[config.mk]
export PLATFORM = sky130hd
export DESIGN_NAME = uart_dma_ready_ctrl
export DESIGN_NICKNAME = d
export VERILOG_FILES = /design/src/rtl/uart_dma_pkg.sv /design/src/rtl/byte_fifo.sv /design/src/rtl/fcr_reg.sv /design/src/rtl/ready_gen.sv /design/src/rtl/uart_dma_ready_ctrl.sv
export SDC_FILE = /design/constraint.sdc
export NUM_CORES = 1
export LEC_CHECK = 0
export BUFFER_PORTS_ARGS = -buffer_cell sky130_fd_sc_hd__buf_2
export CAP_MARGIN = 20
export CORE_MARGIN = 2
export CORE_UTILIZATION = 36
export CTS_CLUSTER_SIZE = 20
export DETAILED_ROUTE_END_ITERATION = 6
export SYNTH_ARGS = -nofsm -noshare
export SYNTH_HDL_FRONTEND = slang
export SYNTH_SLANG_ARGS = --single-unit
[constraint.sdc]
create_clock -name clk -period 6.9 [get_ports clk]
set_clock_uncertainty 0.1 [all_clocks]
set_input_delay 0.69 -clock clk [delete_from_list [all_inputs] [get_ports clk]]
set_output_delay 0.69 -clock clk [all_outputs]
set_load 0.005 [all_outputs]
[src/rtl/uart_dma_pkg.sv]
// Package: shared control-word layout and trigger decode for the UART DMA ready controller.
// Assumes the receive trigger table fits a 16-entry queue.
package uart_dma_pkg;

    typedef struct packed {
        logic [1:0] trig;  // receive trigger code
        logic       mode;  // 0 single-character, 1 block-transfer
        logic       en;    // queues enabled
    } ctrl_t;

    // Map a two-bit trigger code to a byte count.
    function automatic int unsigned trig_level(input logic [1:0] code);
        case (code)
            2'd0:    return 1;
            2'd1:    return 4;
            2'd2:    return 8;
            default: return 14;
        endcase
    endfunction

endpackage

[src/rtl/byte_fifo.sv]
// Module: byte_fifo
// Circular byte queue with an occupancy count, a synchronous clear and a
// selectable one-entry capacity. It shows the head byte combinationally and
// raises one-cycle flags for a rejected push or pop.
// Assumes DEPTH is a power of two, so the pointers wrap by overflow.
module byte_fifo #(
    parameter int DATA_W = 8,
    parameter int DEPTH  = 16,
    parameter int CNT_W  = $clog2(DEPTH + 1)
) (
    input  logic              clk,
    input  logic              rst_n,
    input  logic              clear,
    input  logic              cap_one,
    input  logic              push,
    input  logic [DATA_W-1:0] push_data,
    input  logic              pop,
    output logic [DATA_W-1:0] head,
    output logic [CNT_W-1:0]  count,
    output logic              ovf,
    output logic              unf
);
    localparam int PTR_W = $clog2(DEPTH);

    logic [DATA_W-1:0] mem [DEPTH];
    logic [PTR_W-1:0]  wr_ptr;
    logic [PTR_W-1:0]  rd_ptr;
    logic              full;
    logic              push_ok;
    logic              pop_ok;

    // Decide whether this cycle's requests can be accepted.
    always_comb begin
        full    = cap_one ? (count != '0) : (count == CNT_W'(DEPTH));
        push_ok = push && !full;
        pop_ok  = pop && (count != '0);
    end

    // Pointer, count and error-flag state.
    always_ff @(posedge clk) begin
        if (!rst_n || clear) begin
            wr_ptr <= '0;
            rd_ptr <= '0;
            count  <= '0;
            ovf    <= 1'b0;
            unf    <= 1'b0;
        end else begin
            if (push_ok) wr_ptr <= wr_ptr + 1'b1;
            if (pop_ok)  rd_ptr <= rd_ptr + 1'b1;
            if (push_ok && !pop_ok)      count <= count + 1'b1;
            else if (pop_ok && !push_ok) count <= count - 1'b1;
            ovf <= push && full;
            unf <= pop && (count == '0);
        end
    end

    // Storage write; it needs no reset.
    always_ff @(posedge clk) begin
        if (push_ok && !clear) mem[wr_ptr] <= push_data;
    end

    assign head = mem[rd_ptr];

endmodule

[src/rtl/fcr_reg.sv]
// Module: fcr_reg
// Control word register. It stores the enable, the DMA policy and the trigger
// code. A set flush bit is turned into a same-edge transmit clear and is never
// stored, so it always reads back as 0. A change of the enable clears both queues.
module fcr_reg
    import uart_dma_pkg::*;
(
    input  logic       clk,
    input  logic       rst_n,
    input  logic       wr,
    input  logic [7:0] wdata,
    output ctrl_t      ctrl,
    output logic [7:0] rdata,
    output logic       tx_clear,
    output logic       rx_clear
);
    logic en_change;

    // Store the control fields on a write.
    always_ff @(posedge clk) begin
        if (!rst_n) begin
            ctrl <= '0;
        end else if (wr) begin
            ctrl.trig <= wdata[7:6];
            ctrl.mode <= wdata[3];
            ctrl.en   <= wdata[0];
        end
    end

    // Derive the queue clears and the readback word.
    always_comb begin
        en_change = wr && (wdata[0] != ctrl.en);
        tx_clear  = (wr && wdata[2]) || en_change;
        rx_clear  = en_change;
        rdata     = {ctrl.trig, 2'b00, ctrl.mode, 2'b00, ctrl.en};
    end

endmodule

[src/rtl/ready_gen.sv]
// Module: ready_gen
// Produces the active-low DMA ready outputs and the receive trigger interrupt
// from the queue counts. It keeps one latch that remembers, in the block-transfer
// policy, that the receive side was triggered (by level or time-out) until the
// queue is empty.
module ready_gen
    import uart_dma_pkg::*;
#(
    parameter int DEPTH = 16,
    parameter int CNT_W = $clog2(DEPTH + 1)
) (
    input  logic             clk,
    input  logic             rst_n,
    input  ctrl_t            ctrl,
    input  logic [CNT_W-1:0] tx_count,
    input  logic [CNT_W-1:0] rx_count,
    input  logic             rx_timeout,
    output logic             tx_rdy_n,
    output logic             rx_rdy_n,
    output logic             rx_irq
);
    logic [CNT_W-1:0] trig_cnt;
    logic             blk_mode;
    logic             rx_empty;
    logic             at_trig;
    logic             armed;

    // Effective trigger and policy; a disabled queue behaves as single-character.
    always_comb begin
        trig_cnt = ctrl.en ? CNT_W'(trig_level(ctrl.trig)) : CNT_W'(1);
        blk_mode = ctrl.en && ctrl.mode;
        rx_empty = (rx_count == '0);
        at_trig  = (rx_count >= trig_cnt);
    end

    // Remember a block-transfer receive trigger until the queue drains.
    always_ff @(posedge clk) begin
        if (!rst_n || rx_empty) armed <= 1'b0;
        else if (blk_mode && (at_trig || rx_timeout)) armed <= 1'b1;
    end

    // Drive the ready pins and the interrupt.
    always_comb begin
        if (blk_mode) begin
            tx_rdy_n = (tx_count != CNT_W'(DEPTH));
            tx_rdy_n = !tx_rdy_n;
            rx_rdy_n = rx_empty || !(armed || at_trig);
        end else begin
            tx_rdy_n = (tx_count != '0);
            rx_rdy_n = rx_empty;
        end
        rx_irq = (rx_count == trig_cnt);
    end

endmodule

[src/rtl/uart_dma_ready_ctrl.sv]
// Module: uart_dma_ready_ctrl
// Top level: the control register, the transmit and receive byte queues, and the
// DMA ready and interrupt logic. The transmit shifter is modelled only as the pop port.
module uart_dma_ready_ctrl
    import uart_dma_pkg::*;
#(
    parameter int DATA_W = 8,
    parameter int DEPTH  = 16,
    parameter int CNT_W  = $clog2(DEPTH + 1)
) (
    input  logic              clk,
    input  logic              rst_n,
    input  logic              cfg_wr,
    input  logic [7:0]        cfg_data,
    output logic [7:0]        cfg_rdata,
    input  logic              tx_push,
    input  logic [DATA_W-1:0] tx_data,
    input  logic              tx_pop,
    output logic [DATA_W-1:0] tx_head,
    output logic [CNT_W-1:0]  tx_count,
    output logic              tx_ovf,
    output logic              tx_unf,
    input  logic              rx_push,
    input  logic [DATA_W-1:0] rx_data,
    input  logic              rx_pop,
    output logic [DATA_W-1:0] rx_head,
    output logic [CNT_W-1:0]  rx_count,
    output logic              rx_ovf,
    output logic              rx_unf,
    input  logic              rx_timeout,
    output logic              rx_irq,
    output logic              tx_rdy_n,
    output logic              rx_rdy_n
);
    ctrl_t ctrl;
    logic  tx_clear;
    logic  rx_clear;

    fcr_reg i_fcr (
        .clk      (clk),
        .rst_n    (rst_n),
        .wr       (cfg_wr),
        .wdata    (cfg_data),
        .ctrl     (ctrl),
        .rdata    (cfg_rdata),
        .tx_clear (tx_clear),
        .rx_clear (rx_clear)
    );

    byte_fifo #(.DATA_W(DATA_W), .DEPTH(DEPTH), .CNT_W(CNT_W)) i_tx_fifo (
        .clk       (clk),
        .rst_n     (rst_n),
        .clear     (tx_clear),
        .cap_one   (!ctrl.en),
        .push      (tx_push),
        .push_data (tx_data),
        .pop       (tx_pop),
        .head      (tx_head),
        .count     (tx_count),
        .ovf       (tx_ovf),
        .unf       (tx_unf)
    );

    byte_fifo #(.DATA_W(DATA_W), .DEPTH(DEPTH), .CNT_W(CNT_W)) i_rx_fifo (
        .clk       (clk),
        .rst_n     (rst_n),
        .clear     (rx_clear),
        .cap_one   (!ctrl.en),
        .push      (rx_push),
        .push_data (rx_data),
        .pop       (rx_pop),
        .head      (rx_head),
        .count     (rx_count),
        .ovf       (rx_ovf),
        .unf       (rx_unf)
    );

    ready_gen #(.DEPTH(DEPTH), .CNT_W(CNT_W)) i_ready (
        .clk        (clk),
        .rst_n      (rst_n),
        .ctrl       (ctrl),
        .tx_count   (tx_count),
        .rx_count   (rx_count),
        .rx_timeout (rx_timeout),
        .tx_rdy_n   (tx_rdy_n),
        .rx_rdy_n   (rx_rdy_n),
        .rx_irq     (rx_irq)
    );

endmodule

==> results of run 1 <==
## critical path, stage by stage, from the launching register on
cell and delay (ns):
dfxtp_2 0.31, buf_4 0.53, mux4_2 0.59, a22oi_1 0.27
nand2_1 0.16, buf_2 0.16
## flip-flops by register name, summed over array words and instances, names as in the netlist, 4 cells and up, named ones only
signal / count
i_rx_fifo.rd_ptr: 4
i_tx_fifo.wr_ptr: 4
i_fcr.ctrl: 4
i_rx_fifo.wr_ptr: 4
i_tx_fifo.count: 5
i_rx_fifo.mem: 128
i_tx_fifo.mem: 128
i_rx_fifo.count: 5
i_tx_fifo.rd_ptr: 4
## power breakdown
part | total, W | leakage (nW) | internal [W] | switching [W]
clock network | 0.00168 | 0.524 | 0.000978 | 0.000699
logic | 0.000929 | 1.52 | 0.000421 | 0.000508
registers | 0.00210 | 2.66 | 0.00204 | 0.0000573
## area by class of cell
| type | instances | share of cell area (%) |
|---|---|---|
| Sequential cell | 299 | 61.3 |
| Multi-Input combinational cell | 343 | 23.2 |
| Clock buffer | 46 | 6.82 |
| Tap cell | 442 | 3.97 |
| Timing Repair Buffer | 85 | 3.41 |
| Clock inverter | 16 | 0.790 |
| Inverter | 17 | 0.458 |
## placed cells by master (no fill, tap or decap), types with 5 or more instances in the layout
master,netlist,layout
buf_2,8,65
a31oi_1,5,5
clkbuf_1,18,7
buf_4,4,20
mux2i_1,13,13
inv_1,16,16
nor2_1,59,59
clkinv_2,0,7
a22oi_1,33,33
nand2b_1,8,8
a21oi_1,14,14
dfxtp_1,43,41
clkinv_1,1,5
nand2_1,37,37
nor2b_1,5,5
xor2_1,8,8
mux4_2,64,64
clkbuf_16,0,35
edfxtp_1,256,256
nor3_1,14,14
nand3_1,6,6
ha_1,22,22
## logic make-up after synthesis
logic type	after synthesis	synth area share (%)
DFF	299	71.2
xor gates and xnor gates	12	0.875
muxes	80	13.4
and+or+nand+nor	150	5.77
AOI/OAI and AO/OA	73	4.19
other	1	0.0312
adders and majority gates	24	2.63
buffers and inverters	53	1.93
## worst max path at each step
| stage | slack (ns) | endpoint | start |
|---|---|---|---|
| CTS | 3.50 | rx_head[4] | register |
| global placement | 3.63 | i_rx_fifo.count[3] | i_rx_fifo.count[0] |
| global route | 3.38 | i_rx_fifo.count[3] | i_rx_fifo.count[0] |
| detailed placement | 3.57 | i_rx_fifo.count[3] | i_rx_fifo.count[0] |
| finish | 3.56 | rx_head[4] | register |
| floorplan | 4.08 | i_tx_fifo.count[4] | i_tx_fifo.count[2] |
## stage by stage
| step | instance area (um^2) | setup slack [ns] | cells | util [%] |
|---|---|---|---|---|
| 3_3_place_gp | 12900 | 3.63 | 1186 | 39.4 |
| 3_5_place_dp | 12900 | 3.57 | 1186 | 39.4 |
| 4_1_cts | 13900 | 3.50 | 1248 | 42.6 |
| 2_1_floorplan | 12000 | 4.08 | 695 | - |
| 6_report | 13900 | 3.56 | 1248 | 42.6 |
| 5_1_grt | 13900 | 3.38 | 1248 | 42.6 |
## metal layers
metal / GRT usage [%] / part of all wire (%)
met1: 18.6 / 45
met2: 21.8 / 48
met3: 2.63 / 4.9
met4: 4.00 / 2.1
met5: 0 / 0.030
==> reports/results.txt, run 1 <==
via count -> 6139
post-synthesis cell area -> 12000 um^2
Overall Power -> 0.00470 W
IO Pins -> 73
reg2reg setup slack -> 3.57 ns
post-DR wirelength/cell -> 18.6 um
TritonCTS clock tree -> built
r2r endpoint -> i_rx_fifo.count[3]
Max Slew Vio Count -> 0
Total Wirelength -> 23200 um
period utilization -> 48.3%
CTS clk-pin slew, worst paths -> 0.05 ns
GR Overflow Total -> 0
initial antenna violation count -> 1
Core Rows -> 66
clk buf depth -> 3
Syn-to-layout area delta -> 16.1%
status -> complete, no violations
largest area contributor in the netlist -> edfxtp_1
RSZ-0062 raised after global routing -> false
Yosys top cell area share -> 64.0%
Worst Tran Pin Value -> 0.842 ns
vias in the first global route -> 6332
Num CTS Buffers -> 34
Die Height -> 187 um
top post-synthesis cells by area -> edfxtp_1 (64%), mux4_2 (12%), dfxtp_1 (7.2%), ha_1 (2.3%), a22oi_1 (2.1%)
largest net degree at the start of global routing -> 33
Multi-input gate area -> 3240 um^2
Sequential Area -> 8550 um^2
post-CTS sizing -> 0
CTS H-tree lvls -> 2
clock sink count -> 299
Setup Viol. Count Final -> 0
Rel. slew slack -> 43.6%
Main synth FF type -> edfxtp_1
Final nets -> 836
yosys warns -> 0
core box area -> 32700 um^2
syn_area_per_cell -> 17.4 um^2
Startpoint Class -> register
number of synthesized flops with an enable pin -> 256
Peak VDD IR -> 0.172 mV
Iter 0 DRT Violations -> 441
Starting Density -> 36.7%
Port Buf Inserts -> 65
Final Hold Vio Count -> 0
DRC -> 0
Seq/Total Area, Yosys -> 71.2%
reg2reg start -> i_rx_fifo.count[0]
required time worst endpoint -> 6.11 ns
Fin Hold WS -> 0.339 ns
cts hold-fix bufs -> 0
clock latency at the later pin of the worst-skew pair -> 0.50 ns
reg2reg path depth -> 9
Fmax -> 300 MHz
postcts setup bufs -> 0
Critical Path Fanout Max -> 32
fillers -> 2956
vias per inst -> 4.92
# diodes -> 0
first-pass detailed-route iteration total -> 4
PwrDens -> 337 nW/um^2
Commonest cells post-synth -> edfxtp_1 (256), mux4_2 (64), nor2_1 (59)
post-DP HPWL -> 15100 um
GRT Total Usage -> 13.5%
Setup TNS -> 0 ns
worst endpoint data arrival time -> 2.55 ns
die footprint -> 34800 um^2
die width -> 187 um
kind of critical path -> register to output pin
gp weighted congestion -> 0.773
HP Class -> primary input to register
hold worst-path end -> i_ready.armed
critical path endpoint category -> output pin
synthesized flop and latch total -> 299
max_cap viols -> 0
most common cell in the netlist -> edfxtp_1
Worst Min Path Start -> rx_timeout
cell count after synthesis -> 692
worst hold path depth -> 3
Yosys cell types -> 47
post-layout min period -> 3.34 ns
first-pass GRT wire length -> 36500 um
Async S/R FF share, synth -> 0%
Lkg Pwr -> 4.70 nW
Antenna Nets Post-Route -> 0
CTS root buffer -> clkbuf_16
share of post-route cells with drive strength above 1 -> 25.6%
(Power assumes the default switching activity.)
==> run 2: changes to the inputs <==
==> constraint.sdc (replaced) <==
create_clock -name clk -period 2.8 [get_ports clk]
set_clock_uncertainty 0.1 [all_clocks]
set_input_delay 0.28 -clock clk [delete_from_list [all_inputs] [get_ports clk]]
set_output_delay 0.28 -clock clk [all_outputs]
set_load 0.005 [all_outputs]
==> run 2 against run 1 <==
Compared with the run above: sequential share of layout area is 2.0 points lower; hold slack worse by 0.32 ns; total power grew to 2.6 times the previous value; first-iteration DRC count is 11% lower; count of clock-buffer cells in the layout fell by 3; highest routed layer is now met4; register-to-register slack got worse by 3.4 ns; clock power grew to 2.5 times the previous value; utilization increased by 1.5 points; die area unchanged; sequential cell count stayed put.
==> reports/results.txt, run 2 (synthesis gave the netlist of run 1 again) <==
crit-path max cell delay -> 0.38 ns (was 0.59 ns)
status -> complete, no violations (unchanged)
die footprint -> 34800 um^2 (unchanged)
Startpoint Class -> register (unchanged)
PwrDens -> 837 nW/um^2 (was 337 nW/um^2)
Cell Chain, Critical Path -> nor4_4 -> mux2i_2 -> ha_1 -> buf_4 -> fa_1 -> nand2b_1 -> a21oi_1 -> mux2i_1 -> mux2_2 (was buf_4 -> mux4_2 -> a22oi_1 -> nand2_1 -> buf_2)
Peak VDD IR -> 0.614 mV (was 0.172 mV)
period utilization -> 95.2%
clk buf depth -> 3 (unchanged)
vias per inst -> 5.03 (was 4.92)
reg2reg path depth -> 9 (unchanged)
clock latency at the later pin of the worst-skew pair -> 0.52 ns (was 0.50 ns)
share of post-route cells with drive strength above 1 -> 29.4% (was 25.6%)
Non-Filler Instances -> 1289 (was 1248)
reg2reg start -> i_tx_fifo.count[2] (was i_rx_fifo.count[0])
most common cell after layout, fill and taps aside -> edfxtp_1 (unchanged)
Sequential Area -> 8560 um^2 (was 8550 um^2)
Multi-input gate area -> 3300 um^2 (was 3240 um^2)
Antenna Nets Post-Route -> 0 (unchanged)
Fin Hold WS -> 0.0215 ns (was 0.339 ns)
first-pass detailed-route iteration total -> 5 (was 4)
DRC -> 0 (unchanged)
worst path bufs/invs -> 1 (was 2)
die width -> 187 um (unchanged)
clock sink count -> 299 (unchanged)
kind of critical path -> register to register (was register to output pin)
Rel. slew slack -> 50.5% (was 43.6%)
CTS clk-pin slew, worst paths -> 0.06 ns (was 0.05 ns)
post-DP HPWL -> 15600 um (was 15100 um)
Worst Tran Pin Value -> 0.741 ns (was 0.842 ns)
core box area -> 32700 um^2 (unchanged)
Crit-path slowest cell -> fa_1 (was mux4_2)
Max Slew Vio Count -> 0 (unchanged)
post-layout min period -> 2.67 ns
TritonCTS clock tree -> built (unchanged)
Setup Slack @ Placement -> 0.0585 ns (was 3.57 ns)
Comb power frac -> 22.2% (was 19.8%)
hold worst-path end -> i_tx_fifo.ovf (was i_ready.armed)
Starting Density -> 36.7% (unchanged)
vias in the first global route -> 6693 (was 6332)
via count -> 6478 (was 6139)
gp weighted congestion -> 0.785 (was 0.773)
max_cap viols -> 0 (unchanged)
r2r endpoint -> i_tx_fifo.count[4] (was i_rx_fifo.count[3])
commonest cells after routing, fill and taps aside -> edfxtp_1 (256), buf_2 (65), mux4_2 (64) (unchanged)
Die Height -> 187 um (unchanged)
CTS H-tree lvls -> 2 (unchanged)
Core Rows -> 66 (unchanged)
WP depth -> 9 (was 5)
HP Class -> primary input to register (unchanged)
first-pass GRT wire length -> 39000 um (was 36500 um)
Num CTS Buffers -> 34 (unchanged)
Fmax -> 375 MHz
fillers -> 2933 (was 2956)
Port Buf Inserts -> 65 (unchanged)
initial antenna violation count -> 0 (was 1)
reg2reg setup slack -> 0.13 ns (was 3.57 ns)
crit-path leading delay family -> multiplexers (was buffers and inverters)
worst endpoint data arrival time -> 2.96 ns (was 2.55 ns)
Top Registers -> i_rx_fifo.mem: 128 flops, i_tx_fifo.mem: 128 flops (unchanged)
placed cells -> 1221 (was 1186)
Setup Viol. Count Final -> 0 (unchanged)
# diodes -> 0 (unchanged)
slack of the critical path -> 0.134 ns (was 3.56 ns)
GR Overflow Total -> 0 (unchanged)
Lkg Pwr -> 4.93 nW (was 4.70 nW)
required time worst endpoint -> 3.09 ns (was 6.11 ns)
post-DR wirelength/cell -> 19.5 um (was 18.6 um)
Worst Min Path Start -> tx_push (was rx_timeout)
Clock power frac -> 35.4% (was 35.7%)
Final nets -> 880 (was 836)
worst hold path depth -> 2 (was 3)
CTS root buffer -> clkbuf_16 (unchanged)
IO Pins -> 73 (unchanged)
Iter 0 DRT Violations -> 392 (was 441)
NetSw -> 0.00323 W (was 0.00126 W)
critical path endpoint category -> register (was output pin)
Total Wirelength -> 25100 um (was 23200 um)
largest net degree at the start of global routing -> 33 (unchanged)
Critical Path Fanout Max -> 3 (was 32)
Int Power -> 0.00883 W (was 0.00344 W)
Syn-to-layout area delta -> 20.1% (was 16.1%)
Final Hold Vio Count -> 0 (unchanged)
Switching Share -> 26.8% (was 26.9%)
sequential power share -> 42.5% (was 44.6%)
GRT Total Usage -> 14.5% (was 13.5%)
run 2: worst max-delay path by stage:
stage                    endpoint          startpoint
4_1_cts        i_rx_fifo.count[3]  i_rx_fifo.count[0]
6_report       i_tx_fifo.count[4]  i_tx_fifo.count[2]
3_3_place_gp   i_rx_fifo.count[3]  i_rx_fifo.count[0]
2_1_floorplan  i_rx_fifo.count[3]  i_rx_fifo.count[0]
3_5_place_dp   i_rx_fifo.count[4]  i_rx_fifo.count[0]
5_1_grt        i_rx_fifo.count[3]  i_rx_fifo.count[1]
run 2: repair_timing:
action,CTS,global route
buffers inserted,0,1
pin swaps,0,1
cloned,0,0
endpoints found under the hold margin,8,0
gates resized for setup,1,13
hold buffers,8,0
setup endpoints to repair,1,4
run 2: stage by stage:
step                      util, %  TNS (ns)  total power, W  instance area (um^2)
after CTS                    43.9         0          0.0121                 14400
after global placement       40.4         0         0.00775                 13200
final                        44.1         0          0.0121                 14400
after floorplan                 -         0         0.00694                 12000
after detailed placement     40.4         0         0.00779                 13200
after global routing         44.1   -0.0558          0.0127                 14400
run 2: metal layers:
layer  track usage (%)  up-vias  part of all wire [%]
met3              2.67       44                   4.6
met2              24.1      140                    49
met4              4.88        0                   2.5
met1              19.1     3299                    43
li1                  -     2995                     -
met5                 0        -                     0
run 2: area by class of cell:
| class | count | share of cell area, % |
|---|---|---|
| clock buffer | 43 | 6.35 |
| clock inverter | 16 | 1.08 |
| inverter | 17 | 0.442 |
| multi-input combinational | 343 | 22.9 |
| sequential | 299 | 59.3 |
| tap | 442 | 3.83 |
| timing repair buffer | 129 | 6.07 |
run 2: worst register-to-register path: stages (launching register included):
cell	delay, ns
dfxtp_1	0.34
nor4_4	0.34
mux2i_2	0.12
ha_1	0.22
buf_4	0.14
fa_1	0.38
nand2b_1	0.16
a21oi_1	0.17
mux2i_1	0.24
mux2_2	0.35
run 2: power by group through the flow:
stage          Combinational, W  Clock, W  Sequential, W
3_3_place_gp            0.00255         0        0.00520
6_report                0.00267   0.00427        0.00512
2_1_floorplan           0.00172         0        0.00523
4_1_cts                 0.00259   0.00437        0.00512
3_5_place_dp            0.00257         0        0.00521
5_1_grt                 0.00297   0.00454        0.00514
==> run 3: changes to the inputs <==
--- a/config.mk
+++ b/config.mk
@@ -6,11 +6,11 @@
 export NUM_CORES = 1
 export LEC_CHECK = 0
 export BUFFER_PORTS_ARGS = -buffer_cell sky130_fd_sc_hd__buf_2
-export CAP_MARGIN = 20
 export CORE_MARGIN = 2
 export CORE_UTILIZATION = 36
 export CTS_CLUSTER_SIZE = 20
 export DETAILED_ROUTE_END_ITERATION = 6
+export PLACE_DENSITY_LB_ADDON = 0.05
 export SYNTH_ARGS = -nofsm -noshare
 export SYNTH_HDL_FRONTEND = slang
 export SYNTH_SLANG_ARGS = --single-unit
==> run 3 against run 2 <==
Compared with the run above: non-clock buffer count shrank 4; largest cell class unchanged; wire length increased by 0.63%; total power down 0.89%; register-to-register slack barely moved; largest power group unchanged; cell area fell by 0.13%; clock power decreased by 3%; highest routed layer unchanged.
==> reports/results.txt, run 3 (synthesis gave the netlist of run 1 again) <==
status -> complete, no violations (unchanged)
placed cells -> 1217 (was 1221)
Peak VDD IR -> 0.625 mV (was 0.614 mV)
CP startpoint -> i_tx_fifo.count[2] (unchanged)
required time worst endpoint -> 3.09 ns (about the same)
Fin Hold WS -> 0.0253 ns (was 0.0215 ns)
Setup Viol. Count Final -> 0 (unchanged)
reg2reg start -> i_tx_fifo.count[2] (unchanged)
gp weighted congestion -> 0.747 (was 0.785)
Final nets -> 877 (was 880)
Total Wirelength -> 25300 um (was 25100 um)
critical path endpoint category -> register (unchanged)
CTS H-tree lvls -> 2 (unchanged)
max_cap viols -> 0 (unchanged)
Worst Tran Pin Value -> 1.05 ns (was 0.741 ns)
CTS clk-pin slew, worst paths -> 0.06 ns (about the same)
post-DR wirelength/cell -> 19.6 um (was 19.5 um)
Port Buf Inserts -> 65 (unchanged)
Fmax -> 374 MHz (was 375 MHz)
post-layout min period -> 2.68 ns (was 2.67 ns)
IO Pins -> 73 (unchanged)
Starting Density -> 36.7% (unchanged)
most common cell after layout, fill and taps aside -> edfxtp_1 (unchanged)
fillers -> 2915 (was 2933)
Core Rows -> 66 (unchanged)
vias in the first global route -> 6726 (was 6693)
vias per inst -> 4.97 (was 5.03)
post-DP HPWL -> 16500 um (was 15600 um)
commonest cells after routing, fill and taps aside -> edfxtp_1 (256), buf_2 (65), mux4_2 (64) (unchanged)
Die Height -> 187 um (unchanged)
Util after Layout -> 44.0% (was 44.1%)
Antenna Nets Post-Route -> 0 (unchanged)
Top Registers -> i_rx_fifo.mem: 128 flops, i_tx_fifo.mem: 128 flops (unchanged)
Iter 0 DRT Violations -> 403 (was 392)
Non-Filler Instances -> 1289 (unchanged)
HP Class -> primary input to register (unchanged)
die footprint -> 34800 um^2 (unchanged)
largest net degree at the start of global routing -> 33 (unchanged)
via count -> 6412 (was 6478)
Lkg Pwr -> 4.91 nW (was 4.93 nW)
die width -> 187 um (unchanged)
clk buf depth -> 3 (unchanged)
Critical Path Fanout Max -> 4 (was 3)
first-pass GRT wire length -> 39300 um (was 39000 um)
DRC -> 0 (unchanged)
Multi-input gate area -> 3320 um^2 (was 3300 um^2)
worst endpoint data arrival time -> 2.97 ns (was 2.96 ns)
CTS root buffer -> clkbuf_16 (unchanged)
GR Overflow Total -> 0 (unchanged)
PwrDens -> 830 nW/um^2 (was 837 nW/um^2)
core box area -> 32700 um^2 (unchanged)
Worst Min Path Start -> tx_push (unchanged)
clock sink count -> 299 (unchanged)
# diodes -> 0 (unchanged)
initial antenna violation count -> 0 (unchanged)
Syn-to-layout area delta -> 19.9% (was 20.1%)
GRT Total Usage -> 14.6% (was 14.5%)
kind of critical path -> register to register (unchanged)
clock latency at the later pin of the worst-skew pair -> 0.52 ns (about the same)
Final Hold Vio Count -> 0 (unchanged)
share of post-route cells with drive strength above 1 -> 29.5% (was 29.4%)
Max Slew Vio Count -> 0 (unchanged)
Startpoint Class -> register (unchanged)
period utilization -> 95.6% (was 95.2%)
first-pass detailed-route iteration total -> 6 (was 5)
Num CTS Buffers -> 35 (was 34)
Sequential Area -> 8550 um^2 (was 8560 um^2)
Rel. slew slack -> 29.6% (was 50.5%)
TritonCTS clock tree -> built (unchanged)
-- run 3: changes by cell type in the layout (fill, tap and decap cells not counted), moves of 2 or more --
cell	before	now
buf_4	52	49
bufinv_16	2	0
clkbuf_1	7	10
clkbuf_16	35	38
clkinv_1	7	9
ha_2	1	3
nor4_1	4	0
nor4_2	0	4
-- run 3: metrics by stage --
| step | setup TNS (ns) | area, um^2 | total power (W) | setup WS (ns) |
|---|---|---|---|---|
| floorplan | 0 | 12000 | 0.00694 | 0.0113 |
| global placement | 0 | 13200 | 0.00770 | 0.0591 |
| detailed placement | -0.107 | 13200 | 0.00778 | -0.107 |
| CTS | 0 | 14300 | 0.0120 | 0.0124 |
| global route | -0.0152 | 14400 | 0.0126 | -0.0152 |
| finish | 0 | 14400 | 0.0120 | 0.124 |
-- run 3: timing repair --
action,4_1_cts,5_1_grt
gates cloned,0,1
buffers inserted,0,1
endpoints found under the setup margin,3,6
hold buffers,7,0
hold endpoints to repair,7,0
gates resized for setup,3,12
-- run 3: worst max-delay path, stage by stage, from the launching register on --
cell      delay [ns]
dfxtp_1         0.35
or4_1           0.57
o21ai_2         0.17
ha_2            0.23
inv_2           0.08
ha_4            0.29
nand2b_1        0.06
a21oi_1         0.16
mux2i_1         0.23
mux2_2          0.34
-- run 3: cell type report --
cell class,count,area share (%)
flip-flops and latches,299,59.4
multi-input cells,343,23.1
clock buffers,48,6.78
repair buffers,125,5.89
well taps,442,3.84
clock inverters,15,0.573
inverters,17,0.443
-- run 3: routing by layer --
| metal | track usage [%] | part of all wire (%) | up-vias |
|---|---|---|---|
| met4 | 4.09 | 1.4 | 0 |
| met1 | 20.0 | 46 | 3283 |
| li1 | - | - | 2982 |
| met2 | 23.8 | 48 | 124 |
| met3 | 2.65 | 4.3 | 23 |
| met5 | 0 | 0 | - |
-- run 3: where the power goes --
group	switching (W)	internal (W)	total (W)	leakage, nW
Combinational	0.00137	0.00130	0.00267	1.74
Clock	0.00170	0.00245	0.00415	0.515
Sequential	0.000119	0.00502	0.00514	2.66
Total	0.00319	0.00877	0.0120	4.91
-- run 3: worst paths after layout --
path | to | slack (ns) | cells after the start
setup / recovery | i_tx_fifo.count[4] | 0.12 | 9
hold / removal | i_tx_fifo.ovf | 0.03 | 2
setup reg to reg | i_tx_fifo.count[4] | 0.12 | 9
hold reg to reg | register | 0.42 | 2
